[config.mk]
export PLATFORM = sky130hd
export DESIGN_NAME = acc_alu_core
export DESIGN_NICKNAME = d
export VERILOG_FILES = /design/src/rtl/acc_alu_pkg.sv /design/src/rtl/alu_op_decode.sv /design/src/rtl/alu_arith.sv /design/src/rtl/alu_bitops.sv /design/src/rtl/alu_flag_merge.sv /design/src/rtl/acc_alu_core.sv
export SDC_FILE = /design/constraint.sdc
export NUM_CORES = 1
export LEC_CHECK = 0
export BUFFER_PORTS_ARGS = -buffer_cell sky130_fd_sc_hd__buf_4
export CAP_MARGIN = 20
export CORE_MARGIN = 2
export CORE_UTILIZATION = 62
export CTS_BUF_LIST = sky130_fd_sc_hd__clkbuf_4
export DETAILED_ROUTE_END_ITERATION = 6
export GPL_ROUTABILITY_DRIVEN = 0
export PLACE_DENSITY = 0.95
export SLEW_MARGIN = 20
export SYNTH_ARGS = -nofsm -noshare
export SYNTH_HDL_FRONTEND = slang
export SYNTH_SLANG_ARGS = --single-unit
[constraint.sdc]
create_clock -name clk_i -period 7.36 [get_ports clk_i]
set_clock_uncertainty 0.1 [all_clocks]
set_input_delay 1.472 -clock clk_i [delete_from_list [all_inputs] [get_ports clk_i]]
set_output_delay 1.472 -clock clk_i [all_outputs]
set_load 0.05 [all_outputs]
[src/rtl/acc_alu_pkg.sv]
package acc_alu_pkg;

  localparam int FLAG_W = 8;

  localparam int FB_SIGN = 7;
  localparam int FB_ZERO = 6;
  localparam int FB_HALF = 4;
  localparam int FB_PAR  = 2;
  localparam int FB_CRY  = 0;

  localparam logic [7:0] FLAG_USED_MASK = 8'hD5;

  localparam logic [3:0] OP_ADD = 4'd0;
  localparam logic [3:0] OP_SUB = 4'd1;
  localparam logic [3:0] OP_INC = 4'd2;
  localparam logic [3:0] OP_DEC = 4'd3;
  localparam logic [3:0] OP_CMP = 4'd4;
  localparam logic [3:0] OP_AND = 4'd5;
  localparam logic [3:0] OP_OR  = 4'd6;
  localparam logic [3:0] OP_XOR = 4'd7;
  localparam logic [3:0] OP_CPL = 4'd8;
  localparam logic [3:0] OP_RLC = 4'd9;
  localparam logic [3:0] OP_RRC = 4'd10;

  typedef struct packed {
    logic wr_acc;
    logic upd_szp;
    logic upd_half;
    logic upd_cry;
    logic use_arith;
  } alu_ctl_t;

endpackage

[src/rtl/alu_op_decode.sv]
module alu_op_decode
  import acc_alu_pkg::*;
#(
  parameter int OP_W = 4
) (
  input  logic [OP_W-1:0] op_i,
  output alu_ctl_t        ctl_o
);

  always_comb begin
    ctl_o = '0;
    case (op_i)
      OP_ADD, OP_SUB: ctl_o = '{wr_acc: 1'b1, upd_szp: 1'b1, upd_half: 1'b1, upd_cry: 1'b1, use_arith: 1'b1};
      OP_INC, OP_DEC: ctl_o = '{wr_acc: 1'b1, upd_szp: 1'b1, upd_half: 1'b1, upd_cry: 1'b0, use_arith: 1'b1};
      OP_CMP:         ctl_o = '{wr_acc: 1'b0, upd_szp: 1'b1, upd_half: 1'b1, upd_cry: 1'b1, use_arith: 1'b1};
      OP_AND, OP_OR, OP_XOR:
                      ctl_o = '{wr_acc: 1'b1, upd_szp: 1'b1, upd_half: 1'b1, upd_cry: 1'b1, use_arith: 1'b0};
      OP_CPL:         ctl_o = '{wr_acc: 1'b1, upd_szp: 1'b0, upd_half: 1'b0, upd_cry: 1'b0, use_arith: 1'b0};
      OP_RLC, OP_RRC: ctl_o = '{wr_acc: 1'b1, upd_szp: 1'b0, upd_half: 1'b0, upd_cry: 1'b1, use_arith: 1'b0};
      default:        ctl_o = '0;
    endcase
  end

endmodule

[src/rtl/alu_arith.sv]
module alu_arith
  import acc_alu_pkg::*;
#(
  parameter int W    = 8,
  parameter int OP_W = 4
) (
  input  logic [OP_W-1:0] op_i,
  input  logic [W-1:0]    a_i,
  input  logic [W-1:0]    b_i,
  output logic [W-1:0]    res_o,
  output logic            cry_o,
  output logic            half_o
);

  localparam int H = W / 2;

  logic [W-1:0] addend;
  logic         cin;
  logic         is_sub;
  logic [W:0]   full_sum;
  logic [H:0]   low_sum;

  always_comb begin
    addend = b_i;
    cin    = 1'b0;
    is_sub = 1'b0;
    case (op_i)
      OP_SUB, OP_CMP: begin addend = ~b_i; cin = 1'b1; is_sub = 1'b1; end
      OP_INC:         begin addend = '0;   cin = 1'b1; end
      OP_DEC:         begin addend = '1;   cin = 1'b0; end
      default:        begin addend = b_i;  cin = 1'b0; end
    endcase
  end

  assign full_sum = {1'b0, a_i} + {1'b0, addend} + {{W{1'b0}}, cin};
  assign low_sum  = {1'b0, a_i[H-1:0]} + {1'b0, addend[H-1:0]} + {{H{1'b0}}, cin};

  assign res_o  = full_sum[W-1:0];
  assign cry_o  = is_sub ? ~full_sum[W] : full_sum[W];
  assign half_o = low_sum[H];

endmodule

[src/rtl/alu_bitops.sv]
module alu_bitops
  import acc_alu_pkg::*;
#(
  parameter int W    = 8,
  parameter int OP_W = 4
) (
  input  logic [OP_W-1:0] op_i,
  input  logic [W-1:0]    a_i,
  input  logic [W-1:0]    b_i,
  output logic [W-1:0]    res_o,
  output logic            cry_o,
  output logic            half_o
);

  always_comb begin
    res_o  = a_i;
    cry_o  = 1'b0;
    half_o = 1'b0;
    case (op_i)
      OP_AND: begin res_o = a_i & b_i; half_o = 1'b1; end
      OP_OR:  res_o = a_i | b_i;
      OP_XOR: res_o = a_i ^ b_i;
      OP_CPL: res_o = ~a_i;
      OP_RLC: begin res_o = {a_i[W-2:0], a_i[W-1]}; cry_o = a_i[W-1]; end
      OP_RRC: begin res_o = {a_i[0], a_i[W-1:1]};   cry_o = a_i[0]; end
      default: res_o = a_i;
    endcase
  end

endmodule

[src/rtl/alu_flag_merge.sv]
module alu_flag_merge
  import acc_alu_pkg::*;
#(
  parameter int W = 8
) (
  input  alu_ctl_t          ctl_i,
  input  logic [W-1:0]      res_i,
  input  logic              half_i,
  input  logic              cry_i,
  input  logic [FLAG_W-1:0] old_i,
  output logic [FLAG_W-1:0] next_o
);

  always_comb begin
    next_o = old_i;
    if (ctl_i.upd_szp) begin
      next_o[FB_SIGN] = res_i[W-1];
      next_o[FB_ZERO] = (res_i == '0);
      next_o[FB_PAR]  = ~(^res_i);
    end
    if (ctl_i.upd_half) next_o[FB_HALF] = half_i;
    if (ctl_i.upd_cry)  next_o[FB_CRY]  = cry_i;
    next_o = next_o & FLAG_USED_MASK;
  end

endmodule

[src/rtl/acc_alu_core.sv]
module acc_alu_core
  import acc_alu_pkg::*;
#(
  parameter int W    = 8,
  parameter int OP_W = 4
) (
  input  logic              clk_i,
  input  logic              rst_i,
  input  logic              exec_i,
  input  logic [OP_W-1:0]   op_i,
  input  logic [W-1:0]      opnd_i,
  output logic [W-1:0]      acc_o,
  output logic [FLAG_W-1:0] flags_o,
  output logic [W+FLAG_W-1:0] status_o
);

  alu_ctl_t          ctl;
  logic [W-1:0]      acc_q;
  logic [FLAG_W-1:0] flag_q;
  logic [W-1:0]      ar_res, bo_res, res;
  logic              ar_cry, ar_half, bo_cry, bo_half;
  logic [FLAG_W-1:0] flag_next;

  alu_op_decode #(.OP_W(OP_W)) u_dec (.op_i(op_i), .ctl_o(ctl));

  alu_arith #(.W(W), .OP_W(OP_W)) u_arith (
    .op_i(op_i), .a_i(acc_q), .b_i(opnd_i),
    .res_o(ar_res), .cry_o(ar_cry), .half_o(ar_half)
  );

  alu_bitops #(.W(W), .OP_W(OP_W)) u_bitops (
    .op_i(op_i), .a_i(acc_q), .b_i(opnd_i),
    .res_o(bo_res), .cry_o(bo_cry), .half_o(bo_half)
  );

  assign res = ctl.use_arith ? ar_res : bo_res;

  alu_flag_merge #(.W(W)) u_flags (
    .ctl_i(ctl), .res_i(res),
    .half_i(ctl.use_arith ? ar_half : bo_half),
    .cry_i(ctl.use_arith ? ar_cry : bo_cry),
    .old_i(flag_q), .next_o(flag_next)
  );

  always_ff @(posedge clk_i) begin
    if (rst_i) begin
      acc_q  <= '0;
      flag_q <= '0;
    end else if (exec_i) begin
      if (ctl.wr_acc) acc_q <= res;
      flag_q <= flag_next;
    end
  end

  assign acc_o    = acc_q;
  assign flags_o  = flag_q;
  assign status_o = {acc_q, flag_q};

  // Reset clears both registers
  assert_reset_clear_R1: assert property (@(posedge clk_i)
    rst_i |=> (acc_q == '0 && flag_q == '0));

  // Idle cycles hold state
  assert_idle_hold_R2: assert property (@(posedge clk_i) disable iff (rst_i)
    !exec_i |=> ($stable(acc_q) && $stable(flag_q)));

  // Sign and zero never both set (they always move together from one result)
  assert_sign_zero_excl_R5: assert property (@(posedge clk_i) disable iff (rst_i)
    !(flag_q[FB_SIGN] && flag_q[FB_ZERO]));

  // Compare keeps the accumulator
  assert_cmp_keeps_acc_R7: assert property (@(posedge clk_i) disable iff (rst_i)
    (exec_i && op_i == OP_CMP) |=> $stable(acc_q));

  // Increment/decrement keep carry
  assert_incdec_keep_cy_R8: assert property (@(posedge clk_i) disable iff (rst_i)
    (exec_i && (op_i == OP_INC || op_i == OP_DEC)) |=> (flag_q[FB_CRY] == $past(flag_q[FB_CRY])));

  // Logic operations clear carry
  assert_logic_clear_cy_R9: assert property (@(posedge clk_i) disable iff (rst_i)
    (exec_i && (op_i == OP_AND || op_i == OP_OR || op_i == OP_XOR)) |=> !flag_q[FB_CRY]);

  // Complement inverts and leaves flags alone
  assert_cpl_R10: assert property (@(posedge clk_i) disable iff (rst_i)
    (exec_i && op_i == OP_CPL) |=> (acc_q == ~$past(acc_q) && $stable(flag_q)));

  // Rotate left: bit 7 to carry, other flags untouched
  assert_rlc_R11: assert property (@(posedge clk_i) disable iff (rst_i)
    (exec_i && op_i == OP_RLC) |=>
      (flag_q[FB_CRY] == $past(acc_q[W-1]) && flag_q[FLAG_W-1:1] == $past(flag_q[FLAG_W-1:1])));

  // Rotate right: bit 0 to carry, other flags untouched
  assert_rrc_R11: assert property (@(posedge clk_i) disable iff (rst_i)
    (exec_i && op_i == OP_RRC) |=>
      (flag_q[FB_CRY] == $past(acc_q[0]) && flag_q[FLAG_W-1:1] == $past(flag_q[FLAG_W-1:1])));

endmodule

== Word level (Yosys, flattened, before mapping) ==
Memory sizes are Yosys's and may differ from the RTL's.
Index checks and enable logic that the tools add are counted.
W data, S select, Z words.

* Output and inout bits: 32
* Word-level logic and storage cells: 44
* Input port bits: 15
* Memories kept: 1
* Bits in read-only memories: 80
* Bits in registers: 13

{| class="wikitable"
|+ Memories
! name !! depth !! width !! read ports !! clocked after Yosys merged registers in !! write ports !! RTL line !! RTL
|-
| (name not given) || 16 || 5 || 1 || 0 || 0 || alu_op_decode.sv:12 || <nowiki>case (op_i)</nowiki>
|}

* Add/subtract/negate cells: 4
* Bitwise logic cells: 7
* Eq/ne operators: 10
* Reduce and logical (&&, ||, !) cells: 8
* Muxes and demuxes: 10

{| class="wikitable"
|+ Operator list
! operator !! number
|-
| $pmux W8 S6 || 1
|-
| $pmux W8 S3 || 1
|-
| $eq A4 B3 Y1 const B || 4
|-
| $not A8 Y8 || 2
|-
| $eq A4 B4 Y1 const B || 3
|-
| $add A8 B8 Y9 || 1
|-
| $add A9 B1 Y9 || 1
|-
| $and A8 B8 Y8 || 1
|-
| $eq A4 B2 Y1 const B || 2
|-
| $logic_not A8 Y1 || 1
|-
| $mux W8 || 1
|-
| $or A8 B8 Y8 || 1
|-
| $reduce_and A2 Y1 || 4
|-
| $reduce_xor A8 Y1 || 1
|-
| $xor A8 B8 Y8 || 1
|-
| $mux W1 || 6
|-
| $add A4 B4 Y5 || 1
|-
| $add A5 B1 Y5 || 1
|-
| $eq A4 B1 Y1 const B || 1
|-
| $reduce_or A3 Y1 || 1
|-
| $not A1 Y1 || 2
|-
| $pmux W1 S2 || 1
|-
| $reduce_or A2 Y1 || 1
|}

== Longest topological paths before layout ==
Gate-level depths: netlist (run 1).

* Depth after elaboration: 8
* Depth in mapped cells: 22
* Depth with buffers taken out: 19

== By module ==
From an unflattened synthesis (run 1), not the netlist that was laid out.

* Cells, all modules: 384
* Area total of the unflattened synthesis: 2962.8 sq um

{| class="wikitable"
|+ Modules (own cells, without submodules)
! module !! area an instance (sq um) !! cells an instance !! seq. area each (sq um) !! instances
|-
| alu_bitops || 897.1 || 131 || 0.0 || 1
|-
| acc_alu_core || 887.1 || 90 || 320.3 || 1
|-
| alu_arith || 872.1 || 123 || 0.0 || 1
|-
| alu_flag_merge || 201.4 || 26 || 0.0 || 1
|-
| alu_op_decode || 105.1 || 14 || 0.0 || 1
|}

== Worst setup path before layout (run 1) ==
OpenSTA, ideal clock, no wires.

* Path type: in2reg
* From: input port op_i[0]
* To: register flag_q[2], in the netlist flags_o[2]
* Stages: 21
* Data required time: 7.132 ns
* Path buffers: 2
* Setup time: 0.128 ns
* Setup slack: 2.091 ns
* Data arrival time: 5.041 ns
* Cell sequence: inv_1 ha_1 buf_2 mux2i_1 or2_2 clkbuf_1 a21boi_2 a21oi_1 fa_1 fa_1 nor2b_1 o21ai_0 nand2_1 xnor2_1 a21o_1 ha_1 xnor2_1 xnor2_1 nor2_1 a21oi_1 nor2_1

* Word-level cells in the longest chain between the ends: 8
* Elaborated cells on any way between the ends: 22
* Classes of those cells: 2 x add/sub; 10 x eq/ne; 4 x mux; 1 x bitwise; 4 x reduce/logical; 1 x memory

{| class="wikitable"
|+ RTL lines
! what !! RTL line !! RTL
|-
| start: declaration || acc_alu_core.sv:10 || <nowiki>input logic [OP_W-1:0] op_i,</nowiki>
|-
| $eq A4 B1 Y1 / $eq A4 B3 Y1 (equally long branches) || alu_arith.sv:27 || <nowiki>case (op_i)</nowiki>
|-
| $reduce_or A2 Y1 || n/a ||
|-
| $pmux W8 S3 || alu_arith.sv:27 ||
|-
| $add A8 B8 Y9 || alu_arith.sv:35 || <nowiki>assign full_sum = {1'b0, a_i} + {1'b0, addend} + {{W{1'b0}}, cin};</nowiki>
|-
| $add A9 B1 Y9 || alu_arith.sv:35 ||
|-
| $mux W8 || acc_alu_core.sv:36 || <nowiki>assign res = ctl.use_arith ? ar_res : bo_res;</nowiki>
|-
| $reduce_xor A8 Y1 || alu_flag_merge.sv:19 || <nowiki>next_o[FB_PAR] = ~(^res_i);</nowiki>
|-
| $not A1 Y1 || alu_flag_merge.sv:19 ||
|-
| end signal: assignment || acc_alu_core.sv:51 || <nowiki>flag_q <= flag_next;</nowiki>
|-
| end: declaration || acc_alu_core.sv:19 || <nowiki>logic [FLAG_W-1:0] flag_q;</nowiki>
|}

Several ways; a longest one is shown, not always the timed one.
A chain may end at the register's enable or synchronous reset.

== Final worst setup path (run 1) ==
* From: input port op_i[1]
* To: register flag_q[2], in the netlist flags_o[2]

Same word-level chain as after synthesis.

==> flow_metrics.py, run 1 <==
metrics = {
    "timing": {
        "period_needed_ns": 5.433,
        "holdWs_ns": 0.3862,
        "hold_violations": 0,
        "setup_tns_ns": 0,
        "grt_setup_unrepaired": "no",
        "post-route-period-util_pct": 73.81,
        "max_freq_mhz": 184.1,
        "final-max-slew-violation-count": 0,
        "worst_pin_slew_ns": 0.7047,
        "setup_violations": 0,
        "maxSlewHeadroom_pct": 51.81,
    },
    "clocking": {
        "postCtsSetupBuffers": 0,
        "cts_resized": 0,
        "cts_root_buffer": "clkbuf_4",
        "worstSkewPairLatency_ns": 0.30,
        "clockBufferDepth": 2,
        "cts_sinks": 13,
        "cts_max_level": 1,
        "clk_pin_slew_ns": 0.08,
        "tritoncts": "yes",
        "cts_hold_buf": 0,
        "cts_made_buffers": 3,
    },
    "final_layout": {
        "final_common_cell": "buf_4",
        "final_cell_area_mm2": 0.002492,
        "fillers": 304,
        "multi_input_area_mm2": 0.001748,
        "seq_area_um2": 260.3,
        "antenna_cells": 0,
        "drive_above_1_share_pct": 17.76,
        "syn_to_final_growth_pct": 8.497,
        "final_cell_mix": "buf_4, ha_1, nor2_1, inv_1, nand2_1",
        "post-route-util_pct": 69.12,
        "nets": 371,
    },
    "power_and_ir_drop": {
        "power_frac_clock_pct": 13.8,
        "p_switching_mw": 0.1894,
        "powerDensity_mw_per_mm2": 151.4,
        "sw_frac_of_total_pct": 50.21,
        "p_comb_share_pct": 62.4,
        "p_total_mw": 0.3772,
        "p_leak_nw": 1.129,
        "ir_worst_vdd_uv": 69.10,
        "p_int_mw": 0.1878,
        "power_frac_seq_pct": 23.8,
    },
    "global_routing": {
        "grt_pass1_vias": 2200,
        "grtUsageMet3_pct": 6.076,
        "gr-usage-met1_pct": 40.17,
        "grt_max_degree": 29,
        "grt_pass1_wl_um": 10620,
        "grt_overflow": 0,
        "top_usage_layer": "met2",
        "grtUsageTotal_pct": 31.81,
        "use_met2_pct": 52.06,
        "antenna_found_initial": 0,
    },
    "drt": {
        "wl_um": 6311,
        "ant_nets": 0,
        "wl_per_cell_um": 17.10,
        "drtPass1Iterations": 5,
        "routed_via_density": 6.732,
        "drc": 0,
        "drt_iter0_drc": 318,
        "vias": 2484,
    },
    "worst_setup_path": {
        "crit_chain": "buf_4 > inv_1 > ha_1 > mux2i_1 > or2_2 > a21boi_2 > a21oi_1 > nand2_1 > ha_1 > or2_2 > o2111ai_1 > o2111ai_1 > or3_1 > ha_1 > xor2_1 > xnor2_1 > nor2_1 > a21oi_1 > nor2_1",
        "worstPathBufferInverterCount": 2,
        "cp.required_ns": 7.45,
        "critPathKind": "primary input to flop",
        "cp_slowest_cell": "ha_1",
        "crit_path_end": "flags_o[2]$_SDFFE_PP0P_",
        "crit_family": "simple AND/OR/NAND/NOR gates",
        "start_kind": "primary input",
        "cp.arrival_ns": 5.53,
        "r2r-end": "flags_o[2]$_SDFFE_PP0P_",
        "crit_start": "op_i[1]",
        "end_kind": "flop",
        "rr_startpoint": "acc_o[0]$_SDFFE_PP0P_",
        "cp_slowest_stage_delay_ns": 0.45,
        "cp.depth": 19,
        "reg2reg_depth": 13,
        "crit_fanout": 13,
        "crit_top_cell": "ha_1",
        "r2r_setup_slack_ns": 3.90,
    },
    "place": {
        "io_buffers": 40,
        "dpl.hpwl_um": 4635,
        "place_area_mm2": 0.002462,
    },
    "synthesis": {
        "synth_edf_count": 0,
        "synth_cell_types": 66,
        "syn_area_per_cell_um2": 7.507,
        "synth_top_flop_cell": "dfxtp_1",
        "synth_fa_ha_area_share_pct": 19.17,
        "ys_seq_elements": 13,
        "synth_top_family_by_area": "compound AO/OA/AOI/OAI gates",
        "synth_sequential_area_ratio_pct": 11.33,
        "syn-instance-count": 306,
        "ys_warn_count": 0,
        "synth-async-reset-ratio_pct": 0,
        "synth_compound_area_share_pct": 30.61,
        "syn_area_mm2": 0.002297,
        "yosys-mux-area-fraction_pct": 0.9259,
        "synth_xor_area_share_pct": 2.288,
        "synthSimpleGateAreaFrac_pct": 22.11,
    },
    "worst_hold_path": {
        "hold_start": "flags_o[7]$_SDFFE_PP0P_",
        "worst_hold_path_type": "flop to flop",
    },
    "floorplanning": {
        "fp.dieH_um": 64.87,
        "coreArea_mm2": 0.003606,
        "die_area_mm2": 0.004208,
        "ios": 47,
        "fp.dieW_um": 64.87,
        "start_util_pct": 63.71,
        "rows": 22,
    },
    "status": {
        "outcome": "completed",
    },
    "run": {
        "max-cap-violations": 0,
    },
}
## power groups by stage
| stage | Clock (mW) | Combinational (mW) | Sequential [mW] |
|---|---|---|---|
| 2_1_floorplan | 0 | 0.163 | 0.108 |
| 3_3_place_gp | 0 | 0.222 | 0.0906 |
| 3_5_place_dp | 0 | 0.229 | 0.0907 |
| 4_1_cts | 0.0502 | 0.231 | 0.0892 |
| 5_1_grt | 0.0562 | 0.253 | 0.0905 |
| 6_report | 0.0521 | 0.235 | 0.0898 |
## stage by stage
step	worst slack [ns]	instances
after floorplan	2.091	311
after global placement	1.916	365
after detailed placement	1.714	365
after CTS	1.987	369
after global routing	1.618	369
final	1.927	369
## cell type report
| class | count | area share, % |
|---|---|---|
| well taps | 48 | 2.410 |
| clock buffers | 4 | 1.205 |
| multi-input cells | 240 | 70.13 |
| inverters | 23 | 3.464 |
| flip-flops and latches | 13 | 10.44 |
| repair buffers | 41 | 12.35 |
## worst reg2reg max path, delay by kind of cell, from the launching register on
family                   cells  cell delay (ns)
adder cells (fa/ha/maj)      3             1.19
AND/OR/NAND/NOR              5             0.68
AO/OA/AOI/OAI                2             0.34
flip-flops                   1             0.54
XOR/XNOR                     2             0.32
buffers and inverters        1             0.18
## cell usage after synthesis (all sizes together), types with 3 or more instances
library cell	number	share of area (%)
a21boi	3	1.1
a21o	3	0.98
a21oi	18	3.9
a222oi	3	1.3
a22o	4	1.5
a22oi	5	1.6
and2	4	1.1
and3b	3	1.1
buf	25	8.0
clkbuf	10	1.6
dfxtp	13	11
ha	32	17
inv	23	3.8
nand2	20	3.3
nand2b	8	2.5
nand3	8	1.7
nand4	4	1.1
nor2	23	3.9
nor2b	4	1.1
nor3	6	1.3
o2111ai	3	1.1
o211ai	9	2.9
o21a	3	0.98
o21ai	17	3.9
o22a	3	1.5
o22ai	4	1.1
or2	3	0.82
or3	3	0.82
xnor2	4	1.5
## registers in the layout, summed over array words and instances (netlist names)
register / cells
acc_o: 8
flags_o: 5
## cells by family (layout without fill, tap and decap cells)
logic type / after synthesis / after routing
compound gates: 96 / 96
xor+xnor: 6 / 6
fa+ha+maj: 34 / 34
buf+inv: 58 / 68
flops: 13 / 13
mux: 2 / 2
other cells: 1 / 6
simple gates: 96 / 96
## routing by layer
metal  routed length, um  vias up
met5                   0        -
met4                 307        0
met3                 614       38
met2                2881      171
met1                2507     1146
li1                    -     1129
## worst min-delay path by stage
stage | cells past startpoint | endpoint | slack, ns
after CTS | 2 | flags_o[7]$_SDFFE_PP0P_ | 0.40
final | 2 | flags_o[7]$_SDFFE_PP0P_ | 0.39
after floorplan | 2 | flags_o[7]$_SDFFE_PP0P_ | 0.59
after detailed placement | 2 | flags_o[7]$_SDFFE_PP0P_ | 0.39
after global placement | 2 | flags_o[7]$_SDFFE_PP0P_ | 0.37
after global routing | 2 | flags_o[7]$_SDFFE_PP0P_ | 0.42
No activity file was read; power rests on OpenSTA's default activity.
==> run 2, diff against run 1 <==
Settings changed: CORE_UTILIZATION 62 to 52, PLACE_DENSITY 0.95 to 0.86.
Clock period 7.36 ns to 4.4 ns, I/O delays scaled along.
==> flow_metrics.py, run 2 (synthesized netlist as in run 1, its figures left out) <==
metrics = {
    "worst_setup_path": {
        "r2r_setup_slack_ns": 1.14,
        "cp.required_ns": 4.48,
        "rr_startpoint": "acc_o[0]$_SDFFE_PP0P_",
        "cp.arrival_ns": 4.23,
        "reg2reg_depth": 14,
        "crit_fanout": 8,
        "r2r-end": "flags_o[2]$_SDFFE_PP0P_",
        "start_kind": "primary input",
        "end_kind": "flop",
        "critPathKind": "primary input to flop",
    },
    "worst_hold_path": {
        "min_delay_worst_endpoint": "flags_o[7]$_SDFFE_PP0P_",
        "whs_path_depth": 2,
        "hold_start": "flags_o[7]$_SDFFE_PP0P_",
        "worst_hold_path_type": "flop to flop",
    },
    "floorplanning": {
        "die_area_mm2": 0.004965,
        "fp.dieH_um": 70.47,
        "start_util_pct": 53.50,
        "rows": 24,
        "fp.dieW_um": 70.47,
        "coreArea_mm2": 0.004294,
        "ios": 47,
    },
    "power_and_ir_drop": {
        "p_leak_nw": 1.229,
        "ir_worst_vdd_uv": 118.8,
        "powerDensity_mw_per_mm2": 242.2,
        "p_total_mw": 0.6478,
    },
    "clocking": {
        "worstSkewPairLatency_ns": 0.28,
        "cts_root_buffer": "clkbuf_4",
        "clk_pin_slew_ns": 0.08,
        "cts_hold_buf": 0,
        "clockBufferDepth": 2,
        "cts_sinks": 13,
        "cts_max_level": 1,
        "cts_made_buffers": 3,
        "tritoncts": "yes",
    },
    "global_routing": {
        "grt_pass1_vias": 2466,
        "grtUsageTotal_pct": 26.76,
        "grt_overflow": 0,
        "antenna_found_initial": 0,
        "grt_max_degree": 23,
        "grt_pass1_wl_um": 11010,
    },
    "final_layout": {
        "final_cell_area_mm2": 0.002675,
        "antenna_cells": 0,
        "final_cell_mix": "buf_4, ha_1, nor2_1, inv_1, nand2_1",
        "post-route-util_pct": 62.30,
        "syn_to_final_growth_pct": 16.45,
        "fillers": 383,
        "largest_reg_flops": 8,
        "nets": 389,
        "final_common_cell": "buf_4",
        "seq_area_um2": 260.3,
        "drive_above_1_share_pct": 25.07,
        "fin_cells": 391,
        "multi_input_area_mm2": 0.001790,
    },
    "drt": {
        "drtPass1Iterations": 5,
        "vias": 2507,
        "routed_via_density": 6.412,
        "drt_iter0_drc": 339,
        "ant_nets": 0,
        "drc": 0,
        "wl_per_cell_um": 16.89,
        "wl_um": 6603,
    },
    "place": {
        "place_area_mm2": 0.002589,
        "dp_cells": 383,
        "post-place-ws_ns": -0.04859,
        "dpl.hpwl_um": 4854,
        "io_buffers": 40,
    },
    "timing": {
        "max_freq_mhz": 240.8,
        "setup_violations": 0,
        "fin_ws_ns": 0.2478,
        "hold_violations": 0,
        "final-max-slew-violation-count": 0,
        "setup_tns_ns": 0,
        "post-route-period-util_pct": 94.37,
        "period_needed_ns": 4.152,
        "holdWs_ns": 0.3771,
    },
    "status": {
        "outcome": "completed",
    },
    "run": {
        "max-cap-violations": 0,
    },
}
## run 2: cell count changes in the layout (fill, tap and decap cells not counted), moves of 2 or more
cell     previous run  this run
o21ai_0            15        13
nor2b_1             4         2
fa_2                0         2
o21ai_1             1         3
buf_4              41        59
a21oi_2             0         3
fa_1                2         0
nor2b_2             0         2
a21oi_1            18        15
## run 2: area by class of cell
cell class	instances	area share (%)
inverters	23	3.227
clock buffers	4	1.123
flip-flops and latches	13	9.729
multi-input cells	240	66.93
repair buffers	59	16.56
well taps	52	2.432
## run 2: routing by layer
metal	part of all wire [%]	track usage [%]	vias to the layer above
li1	-	-	1164
met1	41	33.25	1169
met2	47	45.60	149
met3	7.6	3.752	25
met4	3.9	11.75	0
met5	0	0	-
## run 2: what timing repair did
item | in CTS | in global routing
buffers inserted | 0 | 4
setup endpoints to repair | 0 | 1
resized for setup | 0 | 9
endpoints found under the hold margin | 0 | 0
## run 2: worst max-delay path by stage
stage | from | to | slack (ns) | cells after the start
after detailed placement | op_i[1] | flags_o[2]$_SDFFE_PP0P_ | -0.05 | 20
final | op_i[1] | flags_o[2]$_SDFFE_PP0P_ | 0.25 | 20
after floorplan | op_i[1] | flags_o[2]$_SDFFE_PP0P_ | 0.01 | 20
after CTS | op_i[1] | flags_o[2]$_SDFFE_PP0P_ | 0.24 | 19
after global placement | op_i[1] | flags_o[2]$_SDFFE_PP0P_ | 0.03 | 19
after global routing | op_i[1] | flags_o[2]$_SDFFE_PP0P_ | -0.02 | 20
## run 2: worst max-delay path, stage by stage
cell,delay (ns)
buf_4,0.12
inv_1,0.09
ha_1,0.19
mux2i_1,0.08
or2_2,0.30
a21boi_4,0.18
buf_4,0.16
fa_2,0.37
fa_2,0.38
nor2b_2,0.15
o21ai_0,0.12
nand2_1,0.11
xnor2_1,0.08
a21o_1,0.19
ha_1,0.29
xnor2_1,0.17
xnor2_1,0.14
nor2_1,0.05
a21oi_1,0.13
nor2_1,0.05
## run 2: report_power, final
| group | total, mW | switching [mW] | internal [mW] |
|---|---|---|---|
| sequential | 0.149 | 0.0206 | 0.128 |
| combinational | 0.416 | 0.253 | 0.163 |
| clock | 0.0828 | 0.0415 | 0.0414 |
